**src/rtl/pageMapPkg.sv**
```systemverilog
package pageMapPkg;
  localparam int REG_SEL_W = 4;
  localparam int NUM_REGS  = 1 << REG_SEL_W;

  typedef struct packed {
    logic                 mapAccess;
    logic                 mapMode;
    logic                 regWrite;
    logic                 regRead;
    logic [REG_SEL_W-1:0] regIndex;
  } mapCtl_t;
endpackage

```
**src/rtl/pageMapCtl.sv**
```systemverilog
module pageMapCtl
  import pageMapPkg::*;
#(
  parameter logic [15:0] WIN_BASE = 16'h4000
) (
  input  logic        clk,
  input  logic        rst,
  input  logic        ctlWrite,
  input  logic        ctlBit,
  input  logic        ctlValue,
  input  logic [15:0] cpuAddr,
  input  logic        cpuRead,
  input  logic        cpuWrite,
  output mapCtl_t     ctl
);
  localparam int WIN_LSB = REG_SEL_W + 1;

  logic accessBit;
  logic modeBit;
  logic winHit;

  always_ff @(posedge clk) begin
    if (rst) begin
      accessBit <= 1'b0;
      modeBit   <= 1'b0;
    end else if (ctlWrite) begin
      if (ctlBit) modeBit   <= ctlValue;
      else        accessBit <= ctlValue;
    end
  end

  assign winHit = (cpuAddr[15:WIN_LSB] == WIN_BASE[15:WIN_LSB]);

  always_comb begin
    ctl.mapAccess = accessBit;
    ctl.mapMode   = modeBit;
    ctl.regWrite  = accessBit & winHit & cpuWrite;
    ctl.regRead   = accessBit & winHit & cpuRead;
    ctl.regIndex  = cpuAddr[WIN_LSB-1:1];
  end

  assert_reset_clears_R1: assert property (@(posedge clk)
    rst |=> (!ctl.mapAccess && !ctl.mapMode));

  assert_mode_load_R2: assert property (@(posedge clk) disable iff (rst)
    (ctlWrite && ctlBit) |=> (ctl.mapMode == $past(ctlValue)));

  assert_access_load_R2: assert property (@(posedge clk) disable iff (rst)
    (ctlWrite && !ctlBit) |=> (ctl.mapAccess == $past(ctlValue)));

  assert_ctl_hold_R2: assert property (@(posedge clk) disable iff (rst)
    !ctlWrite |=> ($stable(ctl.mapAccess) && $stable(ctl.mapMode)));

  assert_window_closed_R8: assert property (@(posedge clk) disable iff (rst)
    !ctl.mapAccess |-> (!ctl.regWrite && !ctl.regRead));
endmodule

```
**src/rtl/pageMapData.sv**
```systemverilog
module pageMapData
  import pageMapPkg::*;
#(
  parameter int PAGE_BITS = 8,
  parameter logic [NUM_REGS-1:0] RAM_REGIONS = 16'hFC0C,
  localparam int PHYS_W = PAGE_BITS + 12
) (
  input  logic              clk,
  input  logic              rst,
  input  mapCtl_t           ctl,
  input  logic [15:0]       cpuAddr,
  input  logic [15:0]       cpuDataIn,
  input  logic              cpuRead,
  input  logic              cpuWrite,
  output logic [PHYS_W-1:0] ramAddr,
  output logic              ramSelect,
  output logic [15:0]       readData
);
  logic [PAGE_BITS-1:0] pageReg [NUM_REGS];
  logic [PAGE_BITS-1:0] selPage;
  logic [PAGE_BITS-1:0] rdPage;
  logic [REG_SEL_W-1:0] region;

  genvar g;
  generate
    for (g = 0; g < NUM_REGS; g++) begin : gPageReg
      always_ff @(posedge clk) begin
        if (ctl.regWrite && (ctl.regIndex == REG_SEL_W'(g)))
          pageReg[g] <= cpuDataIn[8 +: PAGE_BITS];
      end
    end
  endgenerate

  assign region    = cpuAddr[15:12];
  assign selPage   = pageReg[region];
  assign rdPage    = pageReg[ctl.regIndex];
  assign ramSelect = (cpuRead | cpuWrite) & RAM_REGIONS[region];

  always_comb begin
    if (ctl.mapMode) ramAddr = {selPage, cpuAddr[11:0]};
    else             ramAddr = PHYS_W'(cpuAddr);
  end

  assign readData = ctl.regRead ? {8'(rdPage), 8'h00} : 16'h0000;

  assert_reg_store_R6: assert property (@(posedge clk) disable iff (rst)
    ctl.regWrite |=> (pageReg[$past(ctl.regIndex)] == $past(cpuDataIn[8 +: PAGE_BITS])));

  assert_offset_kept_R4: assert property (@(posedge clk) disable iff (rst)
    ramSelect |-> (ramAddr[11:0] == cpuAddr[11:0]));

  assert_no_ram_in_window_R5: assert property (@(posedge clk) disable iff (rst)
    ctl.regWrite |-> !ramSelect);

  assert_readback_low_zero_R7: assert property (@(posedge clk) disable iff (rst)
    ctl.regRead |-> (readData[7:0] == 8'h00));
endmodule

```
**src/rtl/pageMapper.sv**
```systemverilog
module pageMapper
  import pageMapPkg::*;
#(
  parameter int PAGE_BITS = 8,
  localparam int PHYS_W = PAGE_BITS + 12
) (
  input  logic              clk,
  input  logic              rst,
  input  logic              ctlWrite,
  input  logic              ctlBit,
  input  logic              ctlValue,
  input  logic [15:0]       cpuAddr,
  input  logic [15:0]       cpuDataIn,
  input  logic              cpuRead,
  input  logic              cpuWrite,
  output logic [PHYS_W-1:0] ramAddr,
  output logic              ramSelect,
  output logic              romDisable,
  output logic [15:0]       readData
);
  mapCtl_t ctl;

  pageMapCtl #(.WIN_BASE(16'h4000)) uCtl (
    .clk(clk), .rst(rst), .ctlWrite(ctlWrite), .ctlBit(ctlBit),
    .ctlValue(ctlValue), .cpuAddr(cpuAddr), .cpuRead(cpuRead),
    .cpuWrite(cpuWrite), .ctl(ctl)
  );

  pageMapData #(.PAGE_BITS(PAGE_BITS), .RAM_REGIONS(16'hFC0C)) uData (
    .clk(clk), .rst(rst), .ctl(ctl), .cpuAddr(cpuAddr),
    .cpuDataIn(cpuDataIn), .cpuRead(cpuRead), .cpuWrite(cpuWrite),
    .ramAddr(ramAddr), .ramSelect(ramSelect), .readData(readData)
  );

  assign romDisable = ctl.mapAccess;
endmodule

```
**config.mk**
```make
export PLATFORM = sky130hd
export DESIGN_NAME = pageMapper
export DESIGN_NICKNAME = d
export VERILOG_FILES = /design/src/rtl/pageMapPkg.sv /design/src/rtl/pageMapCtl.sv /design/src/rtl/pageMapData.sv /design/src/rtl/pageMapper.sv
export SDC_FILE = /design/constraint.sdc
export NUM_CORES = 1
export LEC_CHECK = 0
export BUFFER_PORTS_ARGS = -buffer_cell sky130_fd_sc_hd__buf_2
export CAP_MARGIN = 25
export CORE_AREA = 5 5 167 129
export DETAILED_ROUTE_END_ITERATION = 8
export DIE_AREA = 0 0 172 134
export SETUP_SLACK_MARGIN = 0.05
export SKIP_LAST_GASP = 1
export SLEW_MARGIN = 20
export SYNTH_ARGS = -nofsm -noshare
export SYNTH_HDL_FRONTEND = slang
export SYNTH_SLANG_ARGS = --single-unit
```
**constraint.sdc**
```tcl
create_clock -name clk -period 2.9 [get_ports clk]
set_input_delay 0 -clock clk [delete_from_list [all_inputs] [get_ports clk]]
set_output_delay 0 -clock clk [all_outputs]
set_load 0.01 [all_outputs]
```
* Word level (Yosys, flattened, before mapping)
Memories as Yosys holds them, arrays and structs flattened.
Cells that the tools add are included.
** Storage, ports and cells
- Register bits after elaboration :: 2
- RAM bits :: 128
- Memory bits (read-only) :: 16
- Input port bits :: 39
- Output and inout port bits :: 38
- Memories kept :: 2
** Cells by class
- $lt $le $gt $ge :: 1
- Equality and inequality tests :: 16
- Muxes and demuxes :: 80
- Bitwise gates (word level) :: 6
- Reductions and logical operators :: 34
** Memories
- uData.pageReg :: words 16, width 8, rd ports 2, clocked after memory_dff 0, write ports 1, RTL line pageMapData.sv:19 : logic [PAGE_BITS-1:0] pageReg [NUM_REGS];
- (no name shown) :: words 16, width 1, rd ports 1, clocked after memory_dff 0, write ports 0, RTL line pageMapData.sv:37 : assign ramSelect = (cpuRead | cpuWrite) & RAM_REGIONS[region];
** Operators with widths (number)
- $mux 8 :: 15
- $reduce_or 8->1 :: 15
- $mux 4 :: 15
- $mux 1 :: 48
- $eq 4x4->1 const B :: 8
- $mux 20 :: 1
- $eq 4x3->1 const B :: 4
- $logic_and 1x1->1 :: 16
- $mux 16 :: 1
- $eq 11x10->1 const B :: 1
- $eq 4x2->1 const B :: 2
- $lt 4x5->1 const B :: 1
- $and 1x1->1 :: 4
- $eq 4x1->1 const B :: 1
- $logic_not 4->1 :: 1
- $reduce_and 2->1 :: 2
- $not 1->1 :: 1
- $or 1x1->1 :: 1

* Longest topological paths before layout
- Depth after elaboration :: 22
- Depth in mapped cells :: 7
- Depth with buffers taken out :: 4

* Cells and area by module
A second synthesis with hierarchy kept.
** Second synthesis, totals
- Cell total of the unflattened synthesis :: 355
- Area, all modules :: 6414.9 um2
** Modules (own cells, without submodules)
- pageMapData :: instances 1, cells each 332, area an instance 6229.7 um2, seq. area each 3843.7 um2
- pageMapCtl :: instances 1, cells each 23, area an instance 185.2 um2, seq. area each 40.0 um2

* Worst setup path before layout
Ideal clock, no wire load.
- Kind :: register to register
- From :: register uCtl.accessBit
- To :: memory uData.pageReg[2][0] (enable)
- Library setup time :: 0.383 ns
- Arrival time :: 1.672 ns
- Required time :: 2.517 ns
- Path slack :: 0.845 ns
- Stages on the path, launching flop included :: 5
- Clock period less this slack :: 2.055 ns
- Cells stage by stage :: dfxtp_1 nor4b_1 and4_1 nand3b_1 nor3_1
** Between the ends
- Word-level cells in the longest chain between the ends :: 21
- Elaborated cells between the ends (all ways) :: 95
** Ends and longest elaborated chain
- from (decl) :: RTL line pageMapCtl.sv:18 : logic accessBit;
- from (signal assigned) :: RTL line pageMapCtl.sv:28 : else accessBit <= ctlValue;
- $and 1x1->1 (*) (2 in series) :: RTL line pageMapCtl.sv:37 : ctl.regWrite = accessBit & winHit & cpuWrite;
- $logic_and 1x1->1 :: RTL line pageMapData.sv:28 : if (ctl.regWrite && (ctl.regIndex == REG_SEL_W'(g)))
- $mux 1 :: RTL line pageMapData.sv:28
- $mux 1 (implied by the code) :: RTL line pageMapData.sv:29 : pageReg[g] <= cpuDataIn[8 +: PAGE_BITS];
- $reduce_or 8->1 (no source line)
- $mux 4 (no source line) / $mux 1 (equally long branches) (15 in series)
- to (decl) :: RTL line pageMapData.sv:19
Every way passes the cells marked *; elsewhere a longest branch is shown, timed or not.

* Worst setup path in the final report
- From :: register uCtl.accessBit
- To :: output readData[13]
** Between the ends
- Word-level cells in the longest chain between the ends :: 3
** Ends and longest elaborated chain
- $and 1x1->1 (2 in series) :: RTL line pageMapCtl.sv:38 : ctl.regRead = accessBit & winHit & cpuRead;
- $mux 16 :: RTL line pageMapData.sv:44 : assign readData = ctl.regRead ? {8'(rdPage), 8'h00} : 16'h0000;
- to (decl) :: RTL line pageMapper.sv:19 : output logic [15:0] readData
No other way between the ends.

==> flow_summary_export.csv <==
group,metric,value,unit
sta,finalWorstSetupSlack,0.382,ns
job,maxCapViolCount,0,
pwr,peakVddDrop,365,µV
routing,dr.pass1.iters,5,
finish,diodes,0,
placed_design,pre_cts_slack,0.576,ns
global_route,grt_use_total,0.147,
global_route,antenna_found_initial,0,
clock_tree,numClockSinks,130,
clock_tree,root_buffer,"clkbuf_16",
sta,max_slew_margin,0.392,
setup_path,worstSetupStartpointType,"flip-flop",
logic_synthesis,yosysMostFrequentCell,"edfxtp_1",
global_route,grt_max_degree,32,
finish,multiInputGateArea,2190,µm²
finish,final_util,0.384,
routing,drtIter0Drc,327,
finish,fillers,1804,
floorplanning,core_area,19800,µm²
clock_tree,clkTransAtPathRegs,0.06,ns
placed_design,dp_cells,648,
clock_tree,cts_setup_buffers,0,
clock_tree,tritoncts,"done",
logic_synthesis,async_reset_ff_frac,0,
floorplanning,fp-row-count,45,
logic_synthesis,synth-edff-count,128,
placed_design,port-buffer-count,58,
min_path,worstHoldPathType,"primary input to primary output",
sta,hold_viol_final,0,
logic_synthesis,ys.flop_type,"edfxtp_1",
logic_synthesis,ys_seq_area_frac,0.609,
finish,areaGrowthSynthToFinish,19.4,%
logic_synthesis,synth.avg_cell_area,18.7,µm²
logic_synthesis,ys_ff_latch,130,
routing,drtAntennaViolNets,0,
finish,regArea,3880,µm²
pwr,power_frac_clock,0.462,
logic_synthesis,synth_area_leaders,"edfxtp_1, mux4_2, mux2i_1",
pwr,p_sw_frac,0.218,
setup_path,path_max_fanout,7,
setup_path,cp_cell_sequence,"nor4b_1, nand4_1, nand2b_1, o22ai_1, buf_2",
routing,drc,0,
setup_path,critPathKind,"flip-flop to primary output",
global_route,grt_pass1_wl,24300,µm
global_route,grt_pass1_vias,3771,
clock_tree,insertion_delay,0.41,ns
logic_synthesis,ys_top_cells_by_count,"edfxtp_1, mux4_2, mux2i_1",
setup_path,cpPeakStageDelay,0.49,ns
min_path,worstHoldPathCells,0,
floorplanning,chipHeight,134,µm
routing,route.layer.met1.wl,7230,µm
logic_synthesis,netlist_area,6370,µm²
sta,fin_crit,2.52,ns
sta,tightest_slew,0.912,ns
routing,vias,3714,
routing,wl_per_cell,23.7,µm
logic_synthesis,netlist_instances,341,
sta,holdWs,0.00000443,ns
clock_tree,post_cts_resized,0,
clock_tree,clockBufferDepth,2,
floorplanning,dieArea,23000,µm²
finish,drive_above_1_share,0.423,
sta,finClkSkew,0.00408,ns
logic_synthesis,yosysWarnings,0,
sta,rsz0062_at_grt,"false",
sta,finalCritPeriodShare,0.868,
sta,drv_slew,0,
pwr,combPwrFrac,0.072,
finish,stdcell_area,7610,µm²
pwr,p_int,3.46,mW
logic_synthesis,synth.largest_area_cell,"edfxtp_1",
placed_design,routabilityCongestion,0.800,
floorplanning,pin_count,77,
clock_tree,numCtsBuffers,17,
placed_design,dp_hpwl,11200,µm
finish,nets,461,
clock_tree,cts_max_level,4,
floorplanning,start_util,0.322,
setup_path,r2r_cells,5,
routing,wl_met3,1540,µm
placed_design,placed_area,6910,µm²
pwr,power_density,582,nW/µm²
setup_path,end_kind,"primary output",
status,status,"finished clean",
routing,top_layer,"met4",
logic_synthesis,synth_top_area_frac,0.603,
sta,fmax,397,MHz
pwr,leakagePower,2.63,nW
routing,met2_length,7460,µm
sta,tns,0,ns
pwr,p_switching,0.966,mW
routing,postRouteWirelength,16400,µm
sta,finalSetupViolCount,0,
finish,post_layout_nonfiller_instances,693,
setup_path,cp.required,2.90,ns
setup_path,cp.arrival,2.52,ns
pwr,power.total,4.43,mW
floorplanning,die_w,172,µm
routing,via_per_inst,5.36,
logic_synthesis,synthDistinctLibCells,36,
setup_path,worst_path_max_delay_cell,"nand2b_1",
global_route,gr-total-overflow,0,
pwr,p_seq_frac,0.466,
-- power by group through the flow --
stage                     Combinational, mW  Sequential (mW)  Clock, mW
after global routing                  0.344             2.06       2.17
after detailed placement              0.309             2.10          0
after CTS                             0.322             2.07       2.08
final                                 0.318             2.07       2.05
after global placement                0.302             2.10          0
after floorplan                       0.226             2.10          0
-- layout by cell type, fill, tap and decap left out, types with 2 or more instances in the layout --
master / Yosys / final
edfxtp_1: 128 / 128
mux4_2: 60 / 60
buf_2: 9 / 58
mux2i_1: 29 / 29
buf_4: 25 / 29
clkbuf_16: 0 / 17
nor2_1: 14 / 14
dlygate4sd3_1: 0 / 13
o22ai_1: 11 / 11
conb_1: 1 / 8
nor2b_1: 7 / 7
clkinv_2: 0 / 6
nand2_1: 5 / 5
a31oi_1: 4 / 4
nor3_1: 4 / 4
clkinv_4: 0 / 4
nand2b_1: 3 / 3
mux4_1: 3 / 3
nand3_1: 3 / 3
nand3b_1: 3 / 3
a211oi_1: 2 / 2
mux2_2: 2 / 2
a21oi_1: 2 / 2
nor3b_2: 2 / 2
bufinv_16: 0 / 2
clkinvlp_4: 0 / 2
dfxtp_1: 2 / 2
-- area by class of cell --
class / instances / share of cell area
multi-input cells: 172 / 0.288
well taps: 258 / 0.0424
repair buffers: 100 / 0.0838
clock inverters: 15 / 0.0189
clock buffers: 17 / 0.0559
flip-flops and latches: 130 / 0.510
inverters: 1 / 0.000493
-- path summary, 6_finish.rpt --
kind	startpoint	to	slack (ns)
max	uCtl.accessBit$_SDFFE_PP0P_	readData[13]	0.38
min	cpuAddr[0]	ramAddr[0]	0.000004
max reg2reg	uCtl.accessBit$_SDFFE_PP0P_	uData.pageReg[4][3]$_DFFE_PP_	0.52
min reg2reg	uCtl.accessBit$_SDFFE_PP0P_	uCtl.accessBit$_SDFFE_PP0P_	1.10
-- cell families (layout without fill, tap and decap cells) --
family	after synthesis	after routing	synth area share
AND/OR/NAND/NOR	47	47	0.0420
flip-flops	130	130	0.609
other	1	8	0.000588
buffers and inverters	46	133	0.0508
AO/OA/AOI/OAI	23	23	0.0239
multiplexers	94	94	0.273
-- layer usage --
layer	up-vias	global-route usage
li1	1577	-
met1	1924	0.216
met2	197	0.214
met3	16	0.0407
met4	0	0.0428
met5	-	0
-- what timing repair did --
action | 4_1_cts | 5_1_grt
endpoints found under the hold margin | 130 | 0
hold buffers | 13 | 0
endpoints found under the setup margin | 0 | 0
-- critical path, delay by kind of cell (launching register included) --
| kind | cells | cell delay, ns |
|---|---|---|
| flip-flops | 1 | 0.36 |
| AND/OR/NAND/NOR | 3 | 1.21 |
| buffers and inverters | 1 | 0.20 |
| AO/OA/AOI/OAI | 1 | 0.34 |
-- flip-flops by register name, indices dropped and copies added, names as in the netlist --
register and count:
uCtl.accessBit 1, uData.pageReg 128, uCtl.modeBit 1
No activity file was read; power rests on OpenSTA's default activity.
